File: config.mk
export PLATFORM = sky130hd
export DESIGN_NAME = prng16_core
export DESIGN_NICKNAME = d
export VERILOG_FILES = /design/src/rtl/prng_pkg.sv /design/src/rtl/prng_step_ext.sv /design/src/rtl/prng_step_int.sv /design/src/rtl/prng_illegal_det.sv /design/src/rtl/prng16_core.sv
export SDC_FILE = /design/constraint.sdc
export NUM_CORES = 1
export LEC_CHECK = 0
export BUFFER_PORTS_ARGS = -buffer_cell sky130_fd_sc_hd__buf_2
export CAP_MARGIN = 10
export CELL_PAD_IN_SITES_DETAIL_PLACEMENT = 1
export CELL_PAD_IN_SITES_GLOBAL_PLACEMENT = 1
export CORE_ASPECT_RATIO = 2
export CORE_MARGIN = 2
export CORE_UTILIZATION = 32
export CTS_CLUSTER_DIAMETER = 40
export DETAILED_ROUTE_END_ITERATION = 10
export PLACE_DENSITY = 0.74
export SLEW_MARGIN = 25
export SYNTH_ARGS = -nofsm -noshare
export SYNTH_HDL_FRONTEND = slang
export SYNTH_SLANG_ARGS = --single-unit
File: constraint.sdc
create_clock -name clk_i -period 1.6 [get_ports clk_i]
set_input_delay 0 -clock clk_i [delete_from_list [all_inputs] [get_ports clk_i]]
set_output_delay 0 -clock clk_i [all_outputs]
set_load 0.05 [all_outputs]
File: src/rtl/prng_pkg.sv
package prng_pkg;

    // Feedback wiring of the shift register.
    typedef enum logic {
        FB_EXTERNAL = 1'b0,
        FB_INTERNAL = 1'b1
    } fb_form_e;

    // What the register does on the coming edge.
    typedef enum logic [1:0] {
        ACT_HOLD    = 2'd0,
        ACT_LOAD    = 2'd1,
        ACT_STEP    = 2'd2,
        ACT_RECOVER = 2'd3
    } step_act_e;

    // Mirror the low w bits of v (bit i moves to bit w-1-i).
    function automatic logic [63:0] reverse_bits(input logic [63:0] v, input int w);
        logic [63:0] r;
        r = '0;
        for (int i = 0; i < 64; i++) begin
            if (i < w) begin
                r[w - 1 - i] = v[i];
            end
        end
        return r;
    endfunction

endpackage

File: src/rtl/prng_step_ext.sv
// Many-to-one next-state function: one feedback bit from all taps enters the top stage.
module prng_step_ext #(
    parameter int                WIDTH   = 16,
    parameter logic [WIDTH-1:0]  TAP_SEL = 16'h002D,
    parameter bit                INVERT  = 1'b0
) (
    input  logic [WIDTH-1:0] state_i,
    output logic [WIDTH-1:0] next_o
);

    logic fb_bit;

    always_comb begin
        fb_bit = (^(state_i & TAP_SEL)) ^ INVERT;
        next_o = {fb_bit, state_i[WIDTH-1:1]};
    end

endmodule

File: src/rtl/prng_step_int.sv
// One-to-many next-state function: the outgoing bit is folded into every tapped stage.
module prng_step_int #(
    parameter int                WIDTH       = 16,
    parameter logic [WIDTH-1:0]  TOGGLE_MASK = 16'hB400,
    parameter bit                INVERT      = 1'b0
) (
    input  logic [WIDTH-1:0] state_i,
    output logic [WIDTH-1:0] next_o
);

    logic             out_bit;
    logic [WIDTH:0]   shift_src;

    assign out_bit   = state_i[0];
    assign shift_src = {INVERT, state_i};

    for (genvar k = 0; k < WIDTH; k++) begin : g_stage
        if (TOGGLE_MASK[k] && INVERT) begin : g_tap_xn
            assign next_o[k] = ~(shift_src[k+1] ^ out_bit);
        end else if (TOGGLE_MASK[k]) begin : g_tap_x
            assign next_o[k] = shift_src[k+1] ^ out_bit;
        end else begin : g_pass
            assign next_o[k] = shift_src[k+1];
        end
    end

endmodule

File: src/rtl/prng_illegal_det.sv
// Flags the one state that the chosen feedback polarity cannot leave.
module prng_illegal_det #(
    parameter int WIDTH  = 16,
    parameter bit INVERT = 1'b0
) (
    input  logic [WIDTH-1:0] value_i,
    output logic             illegal_o
);

    if (INVERT) begin : g_ones
        assign illegal_o = &value_i;
    end else begin : g_zeros
        assign illegal_o = ~|value_i;
    end

endmodule

File: src/rtl/prng16_core.sv
module prng16_core #(
    parameter int                  WIDTH         = 16,
    parameter prng_pkg::fb_form_e  FORM          = prng_pkg::FB_EXTERNAL,
    parameter bit                  INVERT        = 1'b0,
    parameter logic [WIDTH-1:0]    TAP_MASK      = 16'hB400,
    parameter logic [WIDTH-1:0]    RECOVERY_SEED = 16'hACE1
) (
    input  logic             clk_i,
    input  logic             rst_i,
    input  logic             step_en_i,
    input  logic             seed_load_i,
    input  logic [WIDTH-1:0] seed_i,
    output logic [WIDTH-1:0] state_o,
    output logic             serial_o,
    output logic             lockup_o
);

    import prng_pkg::*;

    // Tap select of the external form is the mirror of the internal toggle mask.
    localparam logic [WIDTH-1:0] EXT_TAPS = WIDTH'(reverse_bits(64'(TAP_MASK), WIDTH));

    typedef struct packed {
        logic [WIDTH-1:0] state;
        logic             lock;
    } core_reg_t;

    localparam core_reg_t RESET_VAL = '{state: RECOVERY_SEED, lock: 1'b0};

    core_reg_t        reg_d, reg_q;
    step_act_e        act;
    logic [WIDTH-1:0] step_val;
    logic             cur_illegal;
    logic             seed_illegal;

    if (FORM == FB_INTERNAL) begin : g_int
        prng_step_int #(
            .WIDTH       (WIDTH),
            .TOGGLE_MASK (TAP_MASK),
            .INVERT      (INVERT)
        ) i_step (
            .state_i (reg_q.state),
            .next_o  (step_val)
        );
    end else begin : g_ext
        prng_step_ext #(
            .WIDTH   (WIDTH),
            .TAP_SEL (EXT_TAPS),
            .INVERT  (INVERT)
        ) i_step (
            .state_i (reg_q.state),
            .next_o  (step_val)
        );
    end

    prng_illegal_det #(
        .WIDTH  (WIDTH),
        .INVERT (INVERT)
    ) i_det_state (
        .value_i   (reg_q.state),
        .illegal_o (cur_illegal)
    );

    prng_illegal_det #(
        .WIDTH  (WIDTH),
        .INVERT (INVERT)
    ) i_det_seed (
        .value_i   (seed_i),
        .illegal_o (seed_illegal)
    );

    always_comb begin
        if (seed_load_i) begin
            act = ACT_LOAD;
        end else if (step_en_i) begin
            act = cur_illegal ? ACT_RECOVER : ACT_STEP;
        end else begin
            act = ACT_HOLD;
        end

        reg_d = reg_q;
        unique case (act)
            ACT_LOAD:    reg_d.state = seed_i;
            ACT_STEP:    reg_d.state = step_val;
            ACT_RECOVER: reg_d.state = RECOVERY_SEED;
            default:     reg_d.state = reg_q.state;
        endcase

        // Legal steps never reach the stuck value, so only a load can enter it.
        reg_d.lock = seed_load_i && seed_illegal && !cur_illegal;
    end

    always_ff @(posedge clk_i) begin
        if (rst_i) begin
            reg_q <= RESET_VAL;
        end else begin
            reg_q <= reg_d;
        end
    end

    assign state_o  = reg_q.state;
    assign serial_o = reg_q.state[0];
    assign lockup_o = reg_q.lock;

endmodule

# Word-level counts from Yosys, hierarchy flattened
# Cells that the tools add are included.
[classes]
reduce_logical = 7
n_eq_ne = 3
muxes = 4
[ops]
columns = ["op", "n"]
rows = [
  ["16-bit case mux with 3 select lines", 1],
  ["16-bit OR reduction", 2],
  ["16-bit XOR reduction", 1],
  ["2-bit equality test (second input constant)", 2],
  ["2-bit two-way mux", 2],
  ["3-bit nonzero test", 1],
  ["2-bit by 1-bit equality test with 1-bit output (second input constant)", 1],
  ["1-bit logical AND", 2],
  ["1-bit logical NOT", 1],
  ["1-bit two-way mux", 1],
]
[word_totals]
in_bits = 20
register_bits = 17
elab_cells = 16
output_inout_bits = 18

# Longest topological paths before layout
[depth]
ltp_word = 6
mapped_depth = 7
mapped_depth_nobuf = 6

# By module
# From an unflattened synthesis, not the netlist that was laid out.
[hier_totals]
cells_unflattened = 121
area_unflattened_um2 = 1068.5
[by_module_without_submodules]
columns = ["module", "instances", "area_each_um2", "seq_area_each_um2", "cells_per_inst"]
rows = [
  ["prng16_core", 1, 854.6, 340.3, 92],
  ["prng_step_ext", 1, 146.4, 0.0, 19],
  ["prng_illegal_det", 2, 33.8, 0.0, 5],
]

# Worst setup path before layout
# OpenSTA, ideal clock, no wires.
[synth_path]
kind = "register to register"
startpoint = "register reg_q[3] (netlist: state_o[2])"
endpoint = "register reg_q[16] (netlist: state_o[15])"
t_arrival_ns = 1.673
path_slack_ns = -0.193
required_time_ns = 1.480
n_path_buf = 0
setup_ns = 0.120
path_stages_with_launch = 7
synth_period_minus_slack_ns = 1.793
cell_sequence = "dfxtp_1 > inv_1 > ha_1 > xor2_1 > xnor2_1 > a311oi_1 > a211o_1"
[synth_between]
elab_chain_len = 6
word_cells_on_any_way = 10
classes_between = "eq/ne: 3; mux: 4; reduce/logical: 3"
[synth_rtl]
columns = ["element", "line_no", "source"]
rows = [
  ["from (decl)", "prng16_core.sv:30", "core_reg_t reg_d, reg_q;"],
  ["from (signal assigned)", "prng16_core.sv:97", "reg_q <= reg_d;"],
  ["16-bit OR reduction", "prng_illegal_det.sv:13", "assign illegal_o = ~|value_i;"],
  ["1-bit two-way mux", "prng16_core.sv:76", "act = cur_illegal ? ACT_RECOVER : ACT_STEP;"],
  ["2-bit two-way mux", "prng16_core.sv:75", "end else if (step_en_i) begin"],
  ["2-bit two-way mux", "prng16_core.sv:73", "if (seed_load_i) begin"],
  ["2-bit equality test / 2-bit by 1-bit equality test with 1-bit output (equally long branches)", "prng16_core.sv:82", "unique case (act)"],
  ["16-bit case mux with 3 select lines / 3-bit nonzero test (equally long branches)", "-", ""],
]
# Parallel ways exist; a longest one is shown, timed or not.
# A chain may end at the register's enable or synchronous reset.

# Worst setup path after layout
[layout_path]
startpoint = "register reg_q[4] (netlist: state_o[3])"
endpoint = "register reg_q[1] (netlist: state_o[0])"
[layout_between]
elab_chain_len = 6
word_cells_on_any_way = 9
classes_between = "eq/ne: 3; mux: 4; reduce/logical: 2"
[layout_rtl]
columns = ["element", "line_no"]
rows = [
  ["16-bit OR reduction (*)", "prng_illegal_det.sv:13"],
  ["1-bit two-way mux (*)", "prng16_core.sv:76"],
  ["2-bit two-way mux (*)", "prng16_core.sv:75"],
  ["2-bit two-way mux (*)", "prng16_core.sv:73"],
  ["2-bit equality test / 2-bit by 1-bit equality test with 1-bit output (equally long branches)", "prng16_core.sv:82"],
  ["16-bit case mux with 3 select lines / 3-bit nonzero test (equally long branches)", "-"],
]
# Mark *: on every way between the ends. The rest lies on a longest branch, timed or not.

==> summary.md <==
| Metric | Value |
|---|---|
| Status | finished, final reports clean |
| Crit path max-delay family | compound AO/OA/AOI/OAI gates |
| Cell area after synthesis | about 900 um^2 |
| CTS Buffer Depth | 2 |
| Yosys reg bits | 17 |
| PortBufs | 37 |
| Share of layout cells above drive strength 1 | between 40% and 50% |
| DRT iter0 DRCs | 17 |
| Post-synth EDFFs | 0 |
| Initial antenna violation count | 0 |
| Worst-path clk slew | around 0.070 ns |
| Multi-input logic area | ~560 um^2 |
| Buf/Inv on CP | 2 |
| RSZ-0062 raised after global routing | yes |
| Overall Power | roughly 1200 uW |
| Psw | approximately 420 uW |
| Global-route wire length before repair | slightly below 5000 um |
| Syn-to-layout area delta | 52.58% |
| Finish-stage setup viols | 0 |
| Crit path required time | between 1.5 and 2 ns |
| Synth Flop Type | dfxtp_1 |
| Die H | between 70 and 80 um |
| Rel. slew slack | between 50% and 60% |
| Initial core utilization | 33.19% |
| Vias | between 1k and 1.5k |
| Final HPWL DP | approximately 2100 um |
| Worst-case reg-to-reg path depth | 7 |
| DRT Pass-1 Iters | 4 |
| Avg WL per Cell | 17.20 um |
| Clk sink count | 17 |
| Yosys top cell area share | 37.94% |
| Vias in the first global route | just over 1k |
| Hold slack | between 0.003 and 0.004 ns |
| Synthesized Nets | about 130 |
| Reg power frac | 41.7% |
| Clock share of power | about 27% |
| Power Density | roughly 860 nW/um^2 |
| DRT Wirelength | around 3100 um |
| CTS Buf Count | 3 |
| Distinct cells, synth | 24 |
| Final RePlAce weighted congestion | about 0.75 |
| Root buffer cell | clkbuf_8 |
| Levels on crit path | 7 |
| Most frequent cell after synthesis | nor2_1 |
| Setup Skew | about 0.0037 ns |
| Syn Area/Cell | 8.307 um^2 |
| Remaining DRCs | 0 |
| Core box area | approximately 2700 um^2 |
| Total GRT Usage | about a fifth |
| Drt via density | 5.612 |
| Sw frac | a little over a third |
| CTS tree | done |
| Crit path capture type | register |
| WP data arrival | ~1.7 ns |
| Reg2reg setup slack | 0.07 ns |
| Fin crit period | 1.530 ns |
| WS Path Type | register to register |
| Final ANT Viol Nets | 0 |
| Crit path largest cell delay | 0.36 ns |
| Startpoint types | register |
| Synth top cells by count | nor2_1, dfxtp_1, a311oi_1, inv_1, a211o_1 |
| Reg-to-Reg End | state_o[0]$_SDFFE_PP1P_ |
| # IOs | 38 |
| Worst Setup EP | state_o[0]$_SDFFE_PP1P_ |
| Worst slew pin tran | ~0.62 ns |
| Total number of yosys warnings | 0 |
| Htree depth | 1 |
| DIE WIDTH | 41.44 um |
| Slowest library cell on the worst path | dfxtp_4 |
| P_int | around 760 uW |
| Worst vdd ir | slightly below 0.6 mV |
| Fill count | 330 |
| Later-pin clock latency in the skew report | 0.26 ns |
| Post-Synthesis Cells | ~110 |
| Worst r2r src | state_o[3]$_SDFFE_PP0P_ |
| Comb pwr share | between 30% and 40% |
| Pin count of the biggest net entering global routing | 33 |
| Die area | about 3300 um^2 |
| FF/Latch Area | approximately 350 um^2 |
| F_max | ~650 MHz |
| Leak pwr | between 0.0006 and 0.0007 uW |
| Beginning of the critical path | state_o[3]$_SDFFE_PP0P_ |
| Cells along the critical path | inv_4 > ha_4 > nor4b_4 > nand4_1 > buf_6 > a311oi_2 > a211o_1 |
| Period utilization | between 90% and 100% |
| Row count | 27 |
| Aggregate global routing overflow | 0 |
| Antenna diodes | 0 |
| Max Slew Vio Count | 0 |
| Register area share after synthesis | ~38% |
| Worst Hold Class | primary input to register |
| Synth area leaders | dfxtp_1, a311oi_1, nor2_1 |
| Post-synth ARST share | 0% |
| Layout net count | roughly 180 |
| Critical path peak fanout | 5 |
| Final Hold Violating Endpoints | 0 |
| Max Cap Viol | 0 |
| Area leader, netlist | dfxtp_1 |
cells by family (layout without fill, tap and decap cells):
| logic type | Yosys count | count (layout) | synth area share [%] |
|---|---|---|---|
| compound gates | 24 | 24 | 20.92 |
| xor+xnor | 2 | 2 | 1.953 |
| fa+ha+maj | 1 | 1 | 1.394 |
| buf+inv | 20 | 66 | 9.902 |
| flops | 17 | 17 | 37.94 |
| mux | 6 | 6 | 6.695 |
| simple gates | 38 | 38 | 21.20 |
cell usage in the layout (no fill, tap or decap), types with 2 or more instances in the layout:
| master | count |
|---|---|
| a211o_1 | 8 |
| a21oi_1 | 6 |
| a311oi_2 | 10 |
| buf_2 | 37 |
| buf_4 | 3 |
| buf_6 | 2 |
| clkbuf_8 | 3 |
| dfxtp_1 | 15 |
| dfxtp_4 | 2 |
| dlygate4sd3_1 | 11 |
| inv_1 | 7 |
| inv_4 | 2 |
| mux2i_1 | 6 |
| nor2_1 | 22 |
| nor2b_1 | 2 |
| nor3_1 | 3 |
| nor4_1 | 5 |
sequential cells by signal (all words and copies together), names as in the netlist:
signal	count
state_o	16
lockup_o	1
cell type report:
class | instances | share of cell area (%)
clock inverter | 1 | 0.3656
multi-input combinational | 71 | 40.86
tap | 29 | 2.651
timing repair buffer | 53 | 24.86
inverter | 9 | 2.834
clock buffer | 3 | 3.016
sequential | 17 | 25.41
timing repair:
action,4_1_cts,5_1_grt
pin swaps,0,16
gates resized for setup,1,20
hold buffers,11,0
setup endpoints to repair,4,10
gates cloned,0,0
hold endpoints to repair,11,0
setup buffers,0,1
layer usage:
metal | share of wire (%) | wire, um | vias to the layer above | global-route usage (%)
met3 | 3.3 | 103 | 12 | 2.273
met2 | 53 | 1667 | 31 | 33.13
met4 | 5.6 | 177 | 0 | 16.45
li1 | - | - | 482 | -
met5 | 0 | 0 | - | 0
met1 | 38 | 1199 | 502 | 20.70
metrics by stage:
stage          util [%]  cells  setup slack [ns]  setup TNS (ns)  instance area (um^2)
6_report          50.65    183           0.07026               0                  1369
5_1_grt           50.65    183          -0.02818        -0.09322                  1369
4_1_cts           46.67    182          -0.02663        -0.05387                  1261
3_5_place_dp      40.65    167         0.0005085               0                  1099
3_3_place_gp      40.65    167          0.002178               0                  1099
2_1_floorplan         -    108           0.02187               0                 902.1
how the worst min path moves through the flow:
stage	from	to	slack (ns)	cells past startpoint
CTS	seed_i[9]	state_o[9]$_SDFFE_PP0P_	0.004	3
global route	seed_i[9]	state_o[9]$_SDFFE_PP0P_	0.04	3
finish	seed_i[9]	state_o[9]$_SDFFE_PP0P_	0.003	3
global placement	seed_i[13]	state_o[13]$_SDFFE_PP1P_	0.23	2
floorplan	seed_i[0]	state_o[0]$_SDFFE_PP1P_	0.12	1
detailed placement	seed_i[13]	state_o[13]$_SDFFE_PP1P_	0.23	2
worst register-to-register path, delay by kind of cell, from the launching register on:
kind | cells | cell delay, ns
and+or+nand+nor | 2 | 0.37
AOI/OAI and AO/OA | 2 | 0.39
buffers and inverters | 2 | 0.24
DFF | 1 | 0.36
adders and majority gates | 1 | 0.11
power groups by stage:
stage	sequential (uW)	clock, uW	combinational (uW)
floorplan	593	0	119
global placement	495	0	299
detailed placement	497	0	305
CTS	487	336	329
global route	494	352	389
finish	490	321	363
No activity file was read; power rests on OpenSTA's default activity.
